**src/rtl/cidle_pkg.sv**
```systemverilog
`timescale 1ns/1ps
package cidle_pkg;
    localparam int SB_N  = 6;
    localparam int SB_CW = $clog2(SB_N + 1);

    localparam logic [2:0] DEPTH_C0 = 3'd0;
    localparam logic [2:0] DEPTH_C2 = 3'd2;
    localparam logic [2:0] DEPTH_C3 = 3'd3;
    localparam logic [2:0] DEPTH_C4 = 3'd4;

    localparam int C3_LINES = 4;

    // outgoing message codes
    localparam logic [2:0] MO_REQ_C2  = 3'd1;
    localparam logic [2:0] MO_ACK_C2  = 3'd2;
    localparam logic [2:0] MO_WAIT_C3 = 3'd3;
    localparam logic [2:0] MO_ACK_C3  = 3'd4;
    localparam logic [2:0] MO_GO_C0   = 3'd5;

    // incoming message codes
    localparam logic [2:0] MI_GO_C2  = 3'd1;
    localparam logic [2:0] MI_GO_C3  = 3'd2;
    localparam logic [2:0] MI_ACK_C0 = 3'd3;

    typedef enum logic [3:0] {
        PH_IDLE,
        PH_REQ2,
        PH_WGO2,
        PH_WAIT3,
        PH_WGO3,
        PH_RAMP,
        PH_REST,
        PH_FALL,
        PH_WACK0
    } phase_e;

    // number of sideband lines held low for a depth
    function automatic logic [SB_CW-1:0] lines_for(input logic [2:0] depth);
        case (depth)
            DEPTH_C3: lines_for = SB_CW'(C3_LINES);
            DEPTH_C4: lines_for = SB_CW'(SB_N);
            default:  lines_for = SB_CW'(1);
        endcase
    endfunction
endpackage

```
**src/rtl/cidle_gap_timer.sv**
```systemverilog
`timescale 1ns/1ps
module cidle_gap_timer #(
    parameter int GAP_W = 4
) (
    input  logic             clk,
    input  logic             rst_n,
    input  logic             start,
    input  logic [GAP_W-1:0] gap,
    output logic             done
);
    logic [GAP_W-1:0] left_d, left_q;

    always_comb begin
        if (start) begin
            left_d = gap;
        end else if (left_q != '0) begin
            left_d = left_q - GAP_W'(1);
        end else begin
            left_d = left_q;
        end
    end

    always_ff @(posedge clk or negedge rst_n) begin
        if (!rst_n) begin
            left_q <= '0;
        end else begin
            left_q <= left_d;
        end
    end

    assign done = (left_q == '0);
endmodule

```
**src/rtl/cidle_break_merge.sv**
```systemverilog
`timescale 1ns/1ps
module cidle_break_merge #(
    parameter int NSRC = 5
) (
    input  logic            clk,
    input  logic            rst_n,
    input  logic [NSRC-1:0] src,
    input  logic            busy,
    input  logic            clear,
    output logic            wake
);
    logic any_src;
    logic pend_d, pend_q;

    assign any_src = |src;

    always_comb begin
        if (clear) begin
            pend_d = 1'b0;
        end else begin
            pend_d = pend_q | (any_src & busy);
        end
    end

    always_ff @(posedge clk or negedge rst_n) begin
        if (!rst_n) begin
            pend_q <= 1'b0;
        end else begin
            pend_q <= pend_d;
        end
    end

    assign wake = any_src | pend_q;
endmodule

```
**src/rtl/cidle_level_decode.sv**
```systemverilog
`timescale 1ns/1ps
module cidle_level_decode (
    input  logic       rd_valid,
    input  logic [1:0] rd_addr,
    input  logic       bm_busy,
    input  logic       idle,
    output logic       enter,
    output logic [2:0] depth
);
    import cidle_pkg::*;

    always_comb begin
        enter = rd_valid && idle && (rd_addr != 2'd0);
        case (rd_addr)
            2'd2:    depth = bm_busy ? DEPTH_C2 : DEPTH_C3;
            2'd3:    depth = bm_busy ? DEPTH_C2 : DEPTH_C4;
            default: depth = DEPTH_C2;
        endcase
    end
endmodule

```
**src/rtl/cidle_ctrl.sv**
```systemverilog
`timescale 1ns/1ps
module cidle_ctrl #(
    parameter int DATA_W = 8,
    parameter int GAP_W  = 4
) (
    input  logic              clk,
    input  logic              rst_n,
    input  logic              rd_valid_i,
    input  logic [1:0]        rd_addr_i,
    output logic              rd_rvalid_o,
    output logic [DATA_W-1:0] rd_data_o,
    input  logic [GAP_W-1:0]  gap_i,
    input  logic              bm_busy_i,
    input  logic              irq_i,
    input  logic              smi_i,
    input  logic              nmi_i,
    input  logic              snoop_i,
    input  logic              ferr_i,
    input  logic              msg_in_valid_i,
    input  logic [2:0]        msg_in_code_i,
    output logic              msg_out_valid_o,
    output logic [2:0]        msg_out_code_o,
    output logic [5:0]        side_n_o,
    output logic [2:0]        cstate_o
);
    import cidle_pkg::*;

    localparam int NSRC = 5;

    typedef struct packed {
        phase_e            ph;
        logic [SB_N-1:0]   sb;
        logic [SB_CW-1:0]  cnt;
        logic [SB_CW-1:0]  need;
        logic [2:0]        tgt;
        logic [2:0]        cst;
        logic              mv;
        logic [2:0]        mc;
        logic              rv;
        logic [DATA_W-1:0] rd;
    } ctl_t;

    ctl_t st_d, st_q;

    logic            enter;
    logic [2:0]      depth;
    logic            wake;
    logic            brk_clear;
    logic            tmr_start;
    logic            tmr_done;
    logic [NSRC-1:0] brk_src;

    assign brk_src = {ferr_i, snoop_i, nmi_i, smi_i, irq_i};

    cidle_level_decode u_dec (
        .rd_valid (rd_valid_i),
        .rd_addr  (rd_addr_i),
        .bm_busy  (bm_busy_i),
        .idle     (st_q.ph == PH_IDLE),
        .enter    (enter),
        .depth    (depth)
    );

    cidle_break_merge #(.NSRC(NSRC)) u_brk (
        .clk   (clk),
        .rst_n (rst_n),
        .src   (brk_src),
        .busy  (st_q.ph != PH_IDLE),
        .clear (brk_clear),
        .wake  (wake)
    );

    cidle_gap_timer #(.GAP_W(GAP_W)) u_tmr (
        .clk   (clk),
        .rst_n (rst_n),
        .start (tmr_start),
        .gap   (gap_i),
        .done  (tmr_done)
    );

    always_comb begin
        st_d      = st_q;
        st_d.mv   = 1'b0;
        st_d.mc   = 3'd0;
        st_d.rv   = rd_valid_i;
        st_d.rd   = (rd_valid_i && rd_addr_i == 2'd0) ? DATA_W'(st_q.cst) : '0;
        tmr_start = 1'b0;
        brk_clear = 1'b0;

        case (st_q.ph)
            PH_IDLE: begin
                brk_clear = 1'b1;
                if (enter) begin
                    st_d.sb[0] = 1'b1;
                    st_d.cnt   = SB_CW'(1);
                    st_d.need  = lines_for(depth);
                    st_d.tgt   = depth;
                    st_d.ph    = PH_REQ2;
                end
            end
            PH_REQ2: begin
                st_d.mv = 1'b1;
                st_d.mc = MO_REQ_C2;
                st_d.ph = PH_WGO2;
            end
            PH_WGO2: begin
                if (msg_in_valid_i && msg_in_code_i == MI_GO_C2) begin
                    st_d.mv = 1'b1;
                    st_d.mc = MO_ACK_C2;
                    if (st_q.tgt == DEPTH_C2) begin
                        st_d.ph  = PH_REST;
                        st_d.cst = st_q.tgt;
                    end else begin
                        st_d.ph = PH_WAIT3;
                    end
                end
            end
            PH_WAIT3: begin
                st_d.mv = 1'b1;
                st_d.mc = MO_WAIT_C3;
                st_d.ph = PH_WGO3;
            end
            PH_WGO3: begin
                if (msg_in_valid_i && msg_in_code_i == MI_GO_C3) begin
                    st_d.mv   = 1'b1;
                    st_d.mc   = MO_ACK_C3;
                    st_d.ph   = PH_RAMP;
                    tmr_start = 1'b1;
                end
            end
            PH_RAMP: begin
                if (tmr_done) begin
                    st_d.sb[st_q.cnt] = 1'b1;
                    st_d.cnt          = st_q.cnt + SB_CW'(1);
                    if ((st_q.cnt + SB_CW'(1)) == st_q.need) begin
                        st_d.ph  = PH_REST;
                        st_d.cst = st_q.tgt;
                    end else begin
                        tmr_start = 1'b1;
                    end
                end
            end
            PH_REST: begin
                if (wake) begin
                    brk_clear = 1'b1;
                    st_d.cst  = DEPTH_C0;
                    if (st_q.cnt == SB_CW'(1)) begin
                        st_d.mv = 1'b1;
                        st_d.mc = MO_GO_C0;
                        st_d.ph = PH_WACK0;
                    end else begin
                        st_d.ph   = PH_FALL;
                        tmr_start = 1'b1;
                    end
                end
            end
            PH_FALL: begin
                if (tmr_done) begin
                    if (st_q.cnt > SB_CW'(1)) begin
                        st_d.sb[st_q.cnt - SB_CW'(1)] = 1'b0;
                        st_d.cnt  = st_q.cnt - SB_CW'(1);
                        tmr_start = 1'b1;
                    end else begin
                        st_d.mv = 1'b1;
                        st_d.mc = MO_GO_C0;
                        st_d.ph = PH_WACK0;
                    end
                end
            end
            PH_WACK0: begin
                if (msg_in_valid_i && msg_in_code_i == MI_ACK_C0) begin
                    st_d.sb  = '0;
                    st_d.cnt = '0;
                    st_d.cst = DEPTH_C0;
                    st_d.ph  = PH_IDLE;
                end
            end
            default: begin
                st_d.ph = PH_IDLE;
            end
        endcase
    end

    always_ff @(posedge clk or negedge rst_n) begin
        if (!rst_n) begin
            st_q <= '{ph: PH_IDLE, tgt: DEPTH_C0, cst: DEPTH_C0, default: '0};
        end else begin
            st_q <= st_d;
        end
    end

    assign rd_rvalid_o     = st_q.rv;
    assign rd_data_o       = st_q.rd;
    assign msg_out_valid_o = st_q.mv;
    assign msg_out_code_o  = st_q.mc;
    assign side_n_o        = ~st_q.sb;
    assign cstate_o        = st_q.cst;
endmodule

```
**config.mk**
```make
export PLATFORM = sky130hd
export DESIGN_NAME = cidle_ctrl
export DESIGN_NICKNAME = d
export VERILOG_FILES = /design/src/rtl/cidle_pkg.sv /design/src/rtl/cidle_gap_timer.sv /design/src/rtl/cidle_break_merge.sv /design/src/rtl/cidle_level_decode.sv /design/src/rtl/cidle_ctrl.sv
export SDC_FILE = /design/constraint.sdc
export NUM_CORES = 1
export LEC_CHECK = 0
export BUFFER_PORTS_ARGS = -buffer_cell sky130_fd_sc_hd__buf_2
export CAP_MARGIN = 0
export CORE_ASPECT_RATIO = 0.7
export CORE_MARGIN = 8
export CORE_UTILIZATION = 25
export CTS_CLUSTER_SIZE = 8
export DETAILED_ROUTE_END_ITERATION = 7
export HOLD_SLACK_MARGIN = 0.02
export SYNTH_ARGS = -nofsm -noshare
export SYNTH_HDL_FRONTEND = slang
export SYNTH_SLANG_ARGS = --single-unit
```
**constraint.sdc**
```tcl
create_clock -name clk -period 4.12 [get_ports clk]
set_input_delay 0.412 -clock clk [delete_from_list [all_inputs] [get_ports clk]]
set_output_delay 0.412 -clock clk [all_outputs]
set_load 0.05 [all_outputs]
```
=== Yosys cells after proc, flatten, opt, wreduce, memory -nomap -nowiden ===
Cells that the tools add are included.

* Flip-flop bits (word level): 35
* Input port bits: 19
* Output and inout bits: 22
* Word-level logic and storage cells: 131

* Add/subtract/negate cells: 3
* Magnitude comparators: 5
* Equal/unequal tests: 29
* Mux-type cells: 50
* Bitwise operators: 7
* Reduce and logical (&&, ||, !) cells: 24

{| class="wikitable"
|+ Operator list
! cell !! number
|-
| 4-bit 2-to-1 mux || 13
|-
| 13-bit 2-to-1 mux || 3
|-
| 4-bit one-hot mux with 9 select lines || 1
|-
| 4-bit one-hot mux with 6 select lines || 1
|-
| 3-bit 2-to-1 mux || 7
|-
| 2-bit != test, second input constant || 10
|-
| 4-bit by 3-bit equality test with 1-bit output, second input constant || 4
|-
| 4-bit one-hot mux with 4 select lines || 1
|-
| 4-bit nonzero test || 4
|-
| 5-bit one-hot mux with 3 select lines || 1
|-
| 7-bit 2-to-1 mux || 2
|-
| 3-bit by 2-bit equality test with 1-bit output, second input constant || 4
|-
| 1-bit 2-to-1 mux || 12
|-
| 6-bit inverter || 2
|-
| 3-bit one-hot mux with 2 select lines || 2
|-
| 3-bit one-hot mux with 4 select lines || 1
|-
| 10-bit 2-to-1 mux || 1
|-
| 9-bit 2-to-1 mux || 1
|-
| 9-bit AND reduction || 1
|-
| 4-bit by 2-bit equality test with 1-bit output, second input constant || 2
|-
| 1-bit logical AND || 8
|-
| 4-bit logical NOT || 2
|-
| 3-bit by 4-bit less-than comparator with 1-bit output, second input constant || 2
|-
| 7-bit AND reduction || 1
|-
| 26 further kinds || 32
|}

=== Longest topological paths before layout ===
Gate-level depths: netlist of the first run.

* Depth in word-level cells: 10
* Gate-level depth with buffers: 9
* Depth with buffers taken out: 7

=== Cells and area by module ===
From an unflattened synthesis of the first run, not the netlist that was laid out.

* Cells, all modules: 247
* Area total of the unflattened synthesis: 2303.5 um^2

{| class="wikitable"
|+ By module, submodules not included
! module !! times used !! cells each !! area an instance (um^2) !! sequential area each (um^2)
|-
| cidle_ctrl || 1 || 215 || 1974.4 || 750.7
|-
| cidle_gap_timer || 1 || 22 || 234.0 || 100.1
|-
| cidle_break_merge || 1 || 6 || 56.3 || 25.0
|-
| cidle_level_decode || 1 || 4 || 38.8 || 0.0
|}

=== Worst setup path after synthesis of the first run ===
No wires, ideal clock.

* Path type: register to register
* From: reg st_q[22] in the netlist's numbering
* To: reg st_q[31] in the netlist's numbering
* Library setup time: 0.125 ns
* Data arrival time: 2.351 ns
* Required time: 3.995 ns
* Setup slack: 1.644 ns
* Cell stages (with the launch flop): 9
* Path buffers: 2
* Cells stage by stage: dfrtp_1 > buf_2 > inv_1 > ha_1 > clkbuf_1 > xnor2_1 > a311oi_1 > or4_4 > mux2_4

* Longest elaborated chain between the ends: 4

{| class="wikitable"
|+ Ends and longest elaborated chain
! item !! line !! text
|-
| from (decl) || cidle_ctrl.sv:43 || <nowiki>ctl_t st_d, st_q;</nowiki>
|-
| from (signal assigned) || cidle_ctrl.sv:188 || <nowiki>st_q <= st_d;</nowiki>
|-
| 3-bit by 1-bit adder with 3-bit output or 3-bit by 1-bit equality test with 1-bit output (tied branches) || cidle_ctrl.sv:135, cidle_ctrl.sv:147 ||
|-
| 3-bit equality test or 4-bit 2-to-1 mux (tied branches) || cidle_ctrl.sv:135, cidle_ctrl.sv:147 ||
|-
| 2-bit != test (no source line) or 4-bit 2-to-1 mux (tied branches) || - ||
|-
| 9-bit AND reduction (no source line) or 4-bit one-hot mux with 9 select lines (tied branches) || - ||
|}

Parallel ways exist; a longest one is shown, timed or not. The select of a mux whose other input is x is not followed.
A chain may end at the register's enable or synchronous reset.

=== Worst setup path after layout of the first run ===
Same ends and word-level chain as after synthesis.

==> summary.md, run 1 <==
| Metric | Value |
|---|---|
| Placer's final routability congestion estimate | 0.8436 |
| Initial antenna violation count | 0 |
| Total Power | 2207 uW |
| Hold-fix buffers, CTS | 0 |
| CTS tree | yes |
| Port Buffers | 35 |
| Gr ovfl total | 0 |
| Async set-or-reset flop fraction in the synthesized netlist | 100.0% |
| Via count | 1,764 |
| Die width | 129.7 um |
| Vias in the first global route | 1,693 |
| Fin Hold WS | 207.1 ps |
| Drt initial violations | 150 |
| Sequential share of power | 30.7% |
| Ports | 41 |
| Sequential element share of the synthesized area | 38.74% |
| Worst min-delay path class | in2async |
| Die H | 95.57 um |
| Wire length per cell | 14.09 um |
| Yosys warns | 0 |
| Non-Filler Instances | 377 |
| Post-CTS Resized | 0 |
| Antenna diodes | 0 |
| Final Hold Viols | 0 |
| Worst slew pin tran | 770.8 ps |
| Clk sinks | 35 |
| F_max | 373.3 MHz |
| Slew HR | 48.62% |
| Pwr/cell area | 869.0 nW/um^2 |
| First-pass GRT wire length | 8.666 mm |
| Post-route setup TNS | 0 ps |
| FF-to-FF setup slack | 1440 ps |
| Arrival @ worst endpoint | 2840 ps |
| Crit. End Element | flip-flop |
| Starting density of the core | 25.33% |
| DP HPWL | 4.043 mm |
| Total CTS buffers | 5 |
| Largest fanout on the critical path | 14 |
| VDD IR max | 0.0002420 V |
| Latest clock arrival within the worst-skew pair | 280 ps |
| Multi-input gate area | 1125 sq um |
| Fillers | 961 |
| Critical path class | reg2reg |
| Post-Synthesis Cells | 232 |
| Fin nets | 275 |
| Max incr delay on CP | 610 ps |
| Most frequent cells in the layout | 35 x dfrtp_1, 35 x buf_2, 18 x inv_1 |
| Routed wire length | 5.311 mm |
| Syn avg cell area | 9.745 sq um |
| DRT Pass-1 Iters | 4 |
| Netlist cell types | 68 |
| Final min period | 2679 ps |
| Cell internal pwr | 1174 uW |
| Pin count of the biggest net entering global routing | 36 |
| Clk pwr share | 16.2% |
| Layout area overhead | 12.34% |
| Share of layout cells above drive strength 1 | 24.11% |
| Switching part of the total | 46.83% |
| Drc violations | 0 |
| Vias per inst | 4.679 |
| RSZ-0062 raised after global routing | false |
| PnR worst setup slack | 1441 ps |
| Critical R2R Capture | st_q[31]$_DFFE_PN0P_ |
| Number of flops mapped to enable cells by yosys | 0 |
| Pre-CTS setup slack | 1466 ps |
| H-Tree Depth | 2 |
| Top_reg_cell synth | dfrtp_1 |
| Setup violations, final | 0 |
| Leak Pwr | 0.001167 uW |
| Post-CTS setup buffer count | 0 |
| Register-to-Register Path Depth | 6 |
| Post-Syn Area | 2261 sq um |
| GRT Resource Usage Total | 8.956% |
| Tcrit/Tclk final | 65.02% |
| RR Startpoint | st_q[22]$_DFFE_PN0P_ |
| Worst path required time | 4280 ps |
| Clk Tree Root Cell | clkbuf_16 |
| CTS clk-pin slew, worst paths | 50 ps |
| Rows | 29 |
| Die Footprint | 12,390 sq um |
| Placed cell count | 369 |
| Clk_skew | 3.328 ps |
| CORE AREA | 8926 sq um |
| Critical path's slowest cell | dfrtp_1 |
| CP startpoint kind | flip-flop |
| Final slew viol count | 0 |
| Sequential cell area | 875.8 sq um |
| Combinational power share | 53.2% |
| P_sw | 1034 uW |
| Clock Path Buffers | 2 |
| Status | complete, no violations |
| Worst-path cell chain | inv_1 -> ha_1 -> xnor2_1 -> a311oi_1 -> or4_4 -> mux2_4 |
| Max cap viols | 0 |
| Routed Antenna Nets | 0 |
| Yosys reg bits | 35 |
## area by class of cell
cell class              count  share of cell area, %
clock buffers               7                  5.222
clock inverters             1                 0.1970
inverters                  19                  2.808
multi-input cells         156                  44.29
flip-flops and latches     35                  34.48
well taps                 124                  6.108
repair buffers             35                  6.897
## registers in the layout (all words and copies together), names as in the netlist
signal and count:
cstate_o 3, msg_out_code_o 3, msg_out_valid_o 1, rd_data_o 3, rd_rvalid_o 1, st_q 19, u_brk.pend_q 1, u_tmr.left_q 4
## worst max-delay path, delay by kind of cell (launching register included)
family	cells	cell delay, ps
flip-flops	1	610
AND/OR/NAND/NOR	1	590
adder cells (fa/ha/maj)	1	460
multiplexers	1	310
XOR/XNOR	1	230
buffers and inverters	1	200
AO/OA/AOI/OAI	1	170
## cell families (layout without fill, tap and decap cells)
family / Yosys count / after routing / synth area share (%)
compound gates: 60 / 60 / 19.04
buf+inv: 45 / 62 / 12.17
xor+xnor: 6 / 6 / 2.933
other cells: 1 / 5 / 0.1659
flops: 35 / 35 / 38.74
mux: 9 / 9 / 4.427
simple gates: 72 / 72 / 20.31
fa+ha+maj: 4 / 4 / 2.214
## Yosys cell counts (3+ instances only)
library cell  number  area (sq um)
a21oi_1            9         45.04
o21ai_0           10         50.05
inv_1             18         67.56
nand3_1            8         40.04
nand3b_1           3         22.52
and3_1             3         18.77
mux2i_1            4         40.04
o211ai_1           3         22.52
mux2_2             4         45.04
o31ai_1            3         22.52
xnor2_1            3         26.28
a41oi_1            3         26.28
nor2_1            10         37.54
ha_1               4         50.05
or3_1              3         18.77
a31oi_1            8         50.05
buf_2              3         15.01
nand4_1            3         18.77
o311ai_0           3         26.28
nand2_1           16         60.06
clkbuf_8           3         41.29
buf_4             15         112.6
dfrtp_1           35         875.8
a22o_1             3         26.28
## how the worst max path moves through the flow
stage | start | endpoint | slack, ps | cells after the start
after global routing | st_q[32]$_DFFE_PN0P_ | st_q[22]$_DFFE_PN0P_ | 1260 | 5
final | st_q[22]$_DFFE_PN0P_ | st_q[31]$_DFFE_PN0P_ | 1440 | 6
after global placement | st_q[22]$_DFFE_PN0P_ | st_q[31]$_DFFE_PN0P_ | 1560 | 6
after floorplan | st_q[22]$_DFFE_PN0P_ | st_q[31]$_DFFE_PN0P_ | 1640 | 8
after CTS | st_q[22]$_DFFE_PN0P_ | st_q[31]$_DFFE_PN0P_ | 1460 | 6
after detailed placement | st_q[22]$_DFFE_PN0P_ | st_q[31]$_DFFE_PN0P_ | 1470 | 6
## metrics by stage
step	util, %	area (sq um)
floorplan	-	2276
global placement	26.91	2402
detailed placement	26.91	2402
CTS	28.46	2540
global route	28.46	2540
finish	28.46	2540
## power by group through the flow
stage          Combinational [uW]  Sequential, uW  Clock, uW
2_1_floorplan                1110             574          0
3_3_place_gp                 1160             676          0
3_5_place_dp                 1160             680          0
4_1_cts                      1170             674        369
5_1_grt                      1290             707        380
6_report                     1170             677        357
## routing by layer
metal | track usage (%) | wire, um
met5 | 0 | 0
met4 | 2.310 | 40
met3 | 3.911 | 583
met2 | 11.40 | 2009
met1 | 13.10 | 2677
No activity file was read; power rests on OpenSTA's default activity.
==> run 2: changes to the inputs <==
--- a/config.mk
+++ b/config.mk
@@ -5,6 +5,7 @@
 export SDC_FILE = /design/constraint.sdc
 export NUM_CORES = 1
 export LEC_CHECK = 0
+export ABC_AREA = 1
 export BUFFER_PORTS_ARGS = -buffer_cell sky130_fd_sc_hd__buf_2
 export CAP_MARGIN = 0
 export CORE_ASPECT_RATIO = 0.7
==> constraint.sdc (replaced) <==
create_clock -name clk -period 2.8 [get_ports clk]
set_input_delay 0.28 -clock clk [delete_from_list [all_inputs] [get_ports clk]]
set_output_delay 0.28 -clock clk [all_outputs]
set_load 0.05 [all_outputs]
==> run 2 against run 1 <==
  * Sequential power up 25%
  * Setup slack worse by 630 ps
  * Count of clock-buffer cells in the layout down 1
  * Non-clock buffer count unchanged
  * Maximum frequency up 34%
  * Synthesized cell count up 50%
  * Core utilization up 1.4 points
  * Synthesized area up 2.9%
  * Power up 41%
  * Design area up 6.6%
  * Largest cell class unchanged
==> summary.md, run 2 <==
| Metric | Value |
|---|---|
| Async set-or-reset flop fraction in the synthesized netlist | 100.0% |
| Yosys reg bits | 35 |
| Clk sinks | 35 |
| Worst min-delay path class | in2async |
| VDD IR max | 0.0003396 V |
| F_max | 501.9 MHz |
| DRT Pass-1 Iters | 4 |
| DP HPWL | 4.678 mm |
| Clk_skew | 4.199 ps |
| Die H | 96.70 um |
| Gr ovfl total | 0 |
| Pin count of the biggest net entering global routing | 36 |
| Routed Antenna Nets | 0 |
| Total Power | 3107 uW |
| CP delay by family, top | simple AND/OR/NAND/NOR gates |
| Netlist cell types | 22 |
| Layout area overhead | 16.41% |
| Hold-fix buffers, CTS | 0 |
| Area share of the largest cell type after synthesis | 37.65% |
| Die width | 131.3 um |
| Largest fanout on the critical path | 10 |
| CP startpoint kind | flip-flop |
| CP Buf/Inv Count | 2 |
| Worst path required time | 2960 ps |
| Final slew viol count | 0 |
| Wire length per cell | 11.53 um |
| Top post-synthesis cells by area | dfrtp_1 38%, nand2_1 19%, inv_1 7.6%, o21ai_0 5.8%, nor2_1 5.6% |
| Top-count cell post-synth | nand2_1 |
| Clk Tree Root Cell | clkbuf_16 |
| Tcrit/Tclk final | 71.16% |
| PnR worst setup slack | 807.5 ps |
| Status | complete, no violations |
| Pre-CTS setup slack | 841.5 ps |
| Number of flops mapped to enable cells by yosys | 0 |
| Clock Path Buffers | 2 |
| Worst-path cell chain | inv_2 -> ha_1 -> inv_1 -> nand2_1 -> nand2_1 -> nor2_1 -> nand2_1 -> nand2_1 -> nand3_2 -> nand2_1 -> nand2_1 |
| Ports | 41 |
| Vias per inst | 4.304 |
| Rows | 29 |
| Placed cell count | 496 |
| Syn avg cell area | 6.703 sq um |
| Top_reg_cell synth | dfrtp_1 |
| Design area | 2708 sq um |
| Non-Filler Instances | 504 |
| Biggest register | st_q |
| Vias in the first global route | 2,084 |
| Latest clock arrival within the worst-skew pair | 270 ps |
| Post-synth top cells | 119 x nand2_1, 47 x inv_1, 35 x dfrtp_1, 35 x nor2_1, 27 x o21ai_0 |
| Pwr/cell area | 1147 nW/um^2 |
| Regs by FF count | st_q x19, u_tmr.left_q x4 |
| CORE AREA | 9071 sq um |
| Commonest non-fill, non-tap cell in the layout | nand2_1 |
| Critical path class | reg2reg |
| Antenna diodes | 0 |
| Slew HR | 47.02% |
| Critical path's slowest cell | dfrtp_1 |
| Drc violations | 0 |
| Fin nets | 402 |
| Post-Synthesis Cells | 347 |
| Yosys warns | 0 |
| Drt initial violations | 167 |
| Most frequent cells in the layout | 119 x nand2_1, 47 x inv_1, 35 x nor2_1, 35 x dfrtp_1, 35 x buf_2 |
| Post-route setup TNS | 0 ps |
| CP dominant cell by count | nand2_1 |
| Post-CTS Resized | 0 |
| Post-CTS setup buffer count | 0 |
| Port Buffers | 35 |
| Max reg flops | 19 |
| Max cap viols | 0 |
| CTS clk-pin slew, worst paths | 60 ps |
| Final Hold Viols | 0 |
| Via count | 2,169 |
| Sequential element share of the synthesized area | 37.65% |
| Routed wire length | 5.811 mm |
| Area after DPL | 2566 sq um |
| Placer's final routability congestion estimate | 0.8735 |
| Max incr delay on CP | 510 ps |
| Total CTS buffers | 5 |
| Share of layout cells above drive strength 1 | 17.37% |
| Final min period | 1992 ps |
| Setup violations, final | 0 |
| Post-Syn Area | 2326 sq um |
| Initial antenna violation count | 0 |
| Starting density of the core | 25.64% |
| Worst slew pin tran | 794.8 ps |
| Die Footprint | 12,700 sq um |
| Arrival @ worst endpoint | 2160 ps |
| Crit. End Element | flip-flop |
| GRT Resource Usage Total | 9.501% |
| Leak Pwr | 0.001470 uW |
| CTS tree | yes |
| First-pass GRT wire length | 10.16 mm |
| Largest area contributor in the netlist | dfrtp_1 |
| RSZ-0062 raised after global routing | false |
| H-Tree Depth | 2 |
==> run 2: cell count changes after synthesis, sizes merged, moves of 8 or more <==
cell   delta
inv      +34
o21ai    +19
nand3    +14
nor2     +35
a31oi     -8
nand2   +106
==> run 2: cells by family after synthesis <==
logic type,Yosys count,share of synthesized area (%)
adders and majority gates,4,2.152
buffers and inverters,66,12.91
and+or+nand+nor,201,37.65
AOI/OAI and AO/OA,37,8.338
DFF,35,37.65
other,1,0.1612
xor gates and xnor gates,3,1.130
==> run 2: worst paths after layout <==
check | start | to | slack (ps) | cells after the start
max | st_q[22]$_DFFE_PN0P_ | cstate_o[2]$_DFFE_PN0P_ | 810 | 11
min | rst_n | st_q[19]$_DFFE_PN0P_ | 90 | 1
max reg2reg | st_q[22]$_DFFE_PN0P_ | cstate_o[2]$_DFFE_PN0P_ | 810 | 11
min reg2reg | st_q[27]$_DFFE_PN0P_ | st_q[27]$_DFFE_PN0P_ | 500 | 2
max in group asynchronous | rst_n | st_q[29]$_DFFE_PN0P_ | 2200 | 1
min in group clk | rd_valid_i | rd_rvalid_o$_DFF_PN0_ | 160 | 1
==> run 2: worst register-to-register path, stage by stage, from the launching register on <==
cell and delay (ps):
dfrtp_1 510, inv_2 170, ha_1 350, inv_1 90, nand2_1 60, nand2_1 40, nor2_1 140, nand2_1 90
nand2_1 170, nand3_2 120, nand2_1 70, nand2_1 50
==> run 2: power by group <==
group / total [uW] / internal, uW / switching [uW]
registers: 845 / 699 / 146
clock network: 534 / 328 / 206
logic: 1730 / 503 / 1220
==> run 2: routing by layer <==
layer	global-route usage, %	up-vias	wire length (um)
met3	2.273	4	241
met2	14.07	44	2393
met4	2.726	0	60
li1	-	1127	-
met1	13.33	994	3116
met5	0	-	0
==> run 2: layout make-up <==
class / instances / area, sq um
fillers: 1021 / 6364
multi-input cells: 250 / 1165
flip-flops and latches: 35 / 875.8
inverters: 52 / 195.2
repair buffers: 35 / 175.2
well taps: 124 / 155.1
clock buffers: 6 / 128.9
clock inverters: 2 / 12.51
==> run 2: per-stage QoR <==
step	utilization, %	hold slack (ps)
final	29.85	88.76
after floorplan	-	-15.59
after CTS	29.85	139.0
after global placement	28.29	416.8
after detailed placement	28.29	430.2
after global routing	29.85	149.9
==> run 3: changes to the inputs <==
--- a/config.mk
+++ b/config.mk
@@ -5,7 +5,7 @@
 export SDC_FILE = /design/constraint.sdc
 export NUM_CORES = 1
 export LEC_CHECK = 0
-export ABC_AREA = 1
+export ABC_AREA = 0
 export BUFFER_PORTS_ARGS = -buffer_cell sky130_fd_sc_hd__buf_2
 export CAP_MARGIN = 0
 export CORE_ASPECT_RATIO = 0.7
==> constraint.sdc (replaced) <==
create_clock -name clk -period 2.1 [get_ports clk]
set_input_delay 0.21 -clock clk [delete_from_list [all_inputs] [get_ports clk]]
set_output_delay 0.21 -clock clk [all_outputs]
set_load 0.05 [all_outputs]
==> run 3 against run 2 <==
  * Sequential share of layout area decreased by 1.4 points
  * Flip-flop and latch count did not move
  * Clock skew rose by 0.54 ps
  * Non-clock buffer count rose by 27
  * Cell count decreased by 20%
  * Die area is 2.4% lower
  * Worst hold slack got worse by 71 ps
  * Clock power is 34% higher
  * Via count shrank 12%
  * Power increased by 61%
  * Wire length increased by 0.17%
  * Global-route usage rose by 0.35 points
  * Critical path type unchanged
  * Largest power group unchanged
==> summary.md, run 3 (synthesized netlist as in run 1, its figures left out) <==
| Metric | Value |
|---|---|
| Tcrit/Tclk final | 96.92% |
| Pwr/cell area | 1767 nW/um^2 |
| P_sw | 2252 uW |
| CTS clk-pin slew, worst paths | 60 ps |
| Fin nets | 302 |
| Final Hold Viols | 0 |
| Worst min-delay path class | in2async |
| Clk_skew | 4.742 ps |
| First-pass GRT wire length | 9.660 mm |
| Crit. End Element | flip-flop |
| Die width | 129.7 um |
| Die Footprint | 12,390 sq um |
| Clock Path Buffers | 2 |
| Biggest register | st_q |
| Cell internal pwr | 2759 uW |
| F_max | 491.3 MHz |
| DRT Pass-1 Iters | 4 |
| RSZ-0062 raised after global routing | true |
| CP startpoint | st_q[23]$_DFFE_PN0P_ |
| Critical path class | reg2reg |
| Final slew viol count | 0 |
| CP startpoint kind | flip-flop |
| Leak Pwr | 0.001314 uW |
| Commonest non-fill, non-tap cell in the layout | buf_2 |
| Worst path required time | 2260 ps |
| Rows | 29 |
| Register-to-Register Path Depth | 6 |
| Critical R2R Capture | st_q[31]$_DFFE_PN0P_ |
| Vias per inst | 4.745 |
| Via count | 1,917 |
| CORE AREA | 8926 sq um |
| Sequential share of power | 24.4% |
| Design area | 2836 sq um |
| FF-to-FF setup slack | 60 ps |
| Total CTS buffers | 5 |
| Post-route setup TNS | 0 ps |
| Arrival @ worst endpoint | 2200 ps |
| DP HPWL | 4.590 mm |
| Vias in the first global route | 1,915 |
| Largest fanout on the critical path | 3 |
| Max cap viols | 0 |
| Fin Hold WS | 17.62 ps |
| PnR worst setup slack | 64.61 ps |
| Antenna diodes | 0 |
| Initial antenna violation count | 0 |
| Die H | 95.57 um |
| Drt initial violations | 126 |
| Routed wire length | 5.821 mm |
| Area after DPL | 2645 sq um |
| Status | complete, no violations |
| Regs by FF count | st_q x19, u_tmr.left_q x4 |
| Gr ovfl total | 0 |
| Clk pwr share | 14.3% |
| Slew HR | 46.33% |
| Pin count of the biggest net entering global routing | 36 |
| H-Tree Depth | 2 |
| Max reg flops | 19 |
| Switching part of the total | 44.94% |
| Final min period | 2035 ps |
| Routed Antenna Nets | 0 |
| Ports | 41 |
| Wire length per cell | 14.41 um |
| Layout area overhead | 25.46% |
| Pre-CTS setup slack | -7.529 ps |
| Placer's final routability congestion estimate | 0.8704 |
| CTS tree | yes |
| Drc violations | 0 |
| Most frequent cells in the layout | 35 x buf_2, 33 x dfrtp_1, 25 x buf_4 |
| Total Power | 5011 uW |
| Starting density of the core | 25.33% |
| Latest clock arrival within the worst-skew pair | 280 ps |
| GRT Resource Usage Total | 9.847% |
| Clk sinks | 35 |
| Clk Tree Root Cell | clkbuf_16 |
| Worst slew pin tran | 805.1 ps |
| Share of layout cells above drive strength 1 | 36.43% |
| Combinational power share | 61.3% |
| Setup violations, final | 0 |
| VDD IR max | 0.0005178 V |
| RR Startpoint | st_q[23]$_DFFE_PN0P_ |
| Port Buffers | 35 |
| Fillers | 947 |
==> run 3: worst max-delay path: stages (launching register included) <==
cell	delay (ps)
dfrtp_1	410
buf_6	130
ha_2	170
xnor3_1	230
a311oi_2	120
or4_4	560
mux2_4	300
==> run 3: per-layer routing <==
metal / routed length [um] / share of wire, % / vias up / track usage (%)
li1: - / - / 918 / -
met1: 2788 / 48 / 918 / 13.96
met4: 73 / 1.3 / 0 / 2.695
met3: 591 / 10 / 8 / 3.352
met5: 0 / 0 / - / 0
met2: 2367 / 41 / 73 / 13.78
==> run 3: worst max-delay path by stage <==
stage | to | slack [ps]
after floorplan | st_q[31]$_DFFE_PN0P_ | -90
after CTS | st_q[31]$_DFFE_PN0P_ | 10
after global routing | st_q[31]$_DFFE_PN0P_ | -10
after global placement | st_q[31]$_DFFE_PN0P_ | 10
after detailed placement | st_q[31]$_DFFE_PN0P_ | -8
final | st_q[31]$_DFFE_PN0P_ | 60
==> run 3: layout make-up <==
class / count / area, sq um / area share [%]
sequential: 35 / 878.3 / 30.97
clock buffer: 6 / 128.9 / 4.543
multi-input combinational: 156 / 1187 / 41.86
inverter: 19 / 80.08 / 2.823
tap: 124 / 155.1 / 5.470
timing repair buffer: 62 / 394.1 / 13.90
clock inverter: 2 / 12.51 / 0.4411
==> run 3: power groups by stage <==
stage	Clock, uW	Sequential [uW]	Combinational [uW]
finish	718	1220	3070
floorplan	0	1140	2350
global route	762	1270	3360
CTS	734	1200	2990
detailed placement	0	1210	2980
global placement	0	1200	2950
==> run 3: metrics by stage <==
| step | utilization (%) | std cells |
|---|---|---|
| final | 31.78 | 404 |
| after global placement | 29.63 | 394 |
| after global routing | 31.78 | 404 |
| after floorplan | - | 236 |
| after CTS | 31.23 | 402 |
| after detailed placement | 29.63 | 394 |
==> run 3: repair_timing <==
item / 4_1_cts / 5_1_grt
hold buffers: 0 / 0
gates cloned: 0 / 0
resized for setup: 1 / 13
endpoints found under the setup margin: 1 / 14
pin swaps: 0 / 3
buffers inserted: 0 / 2
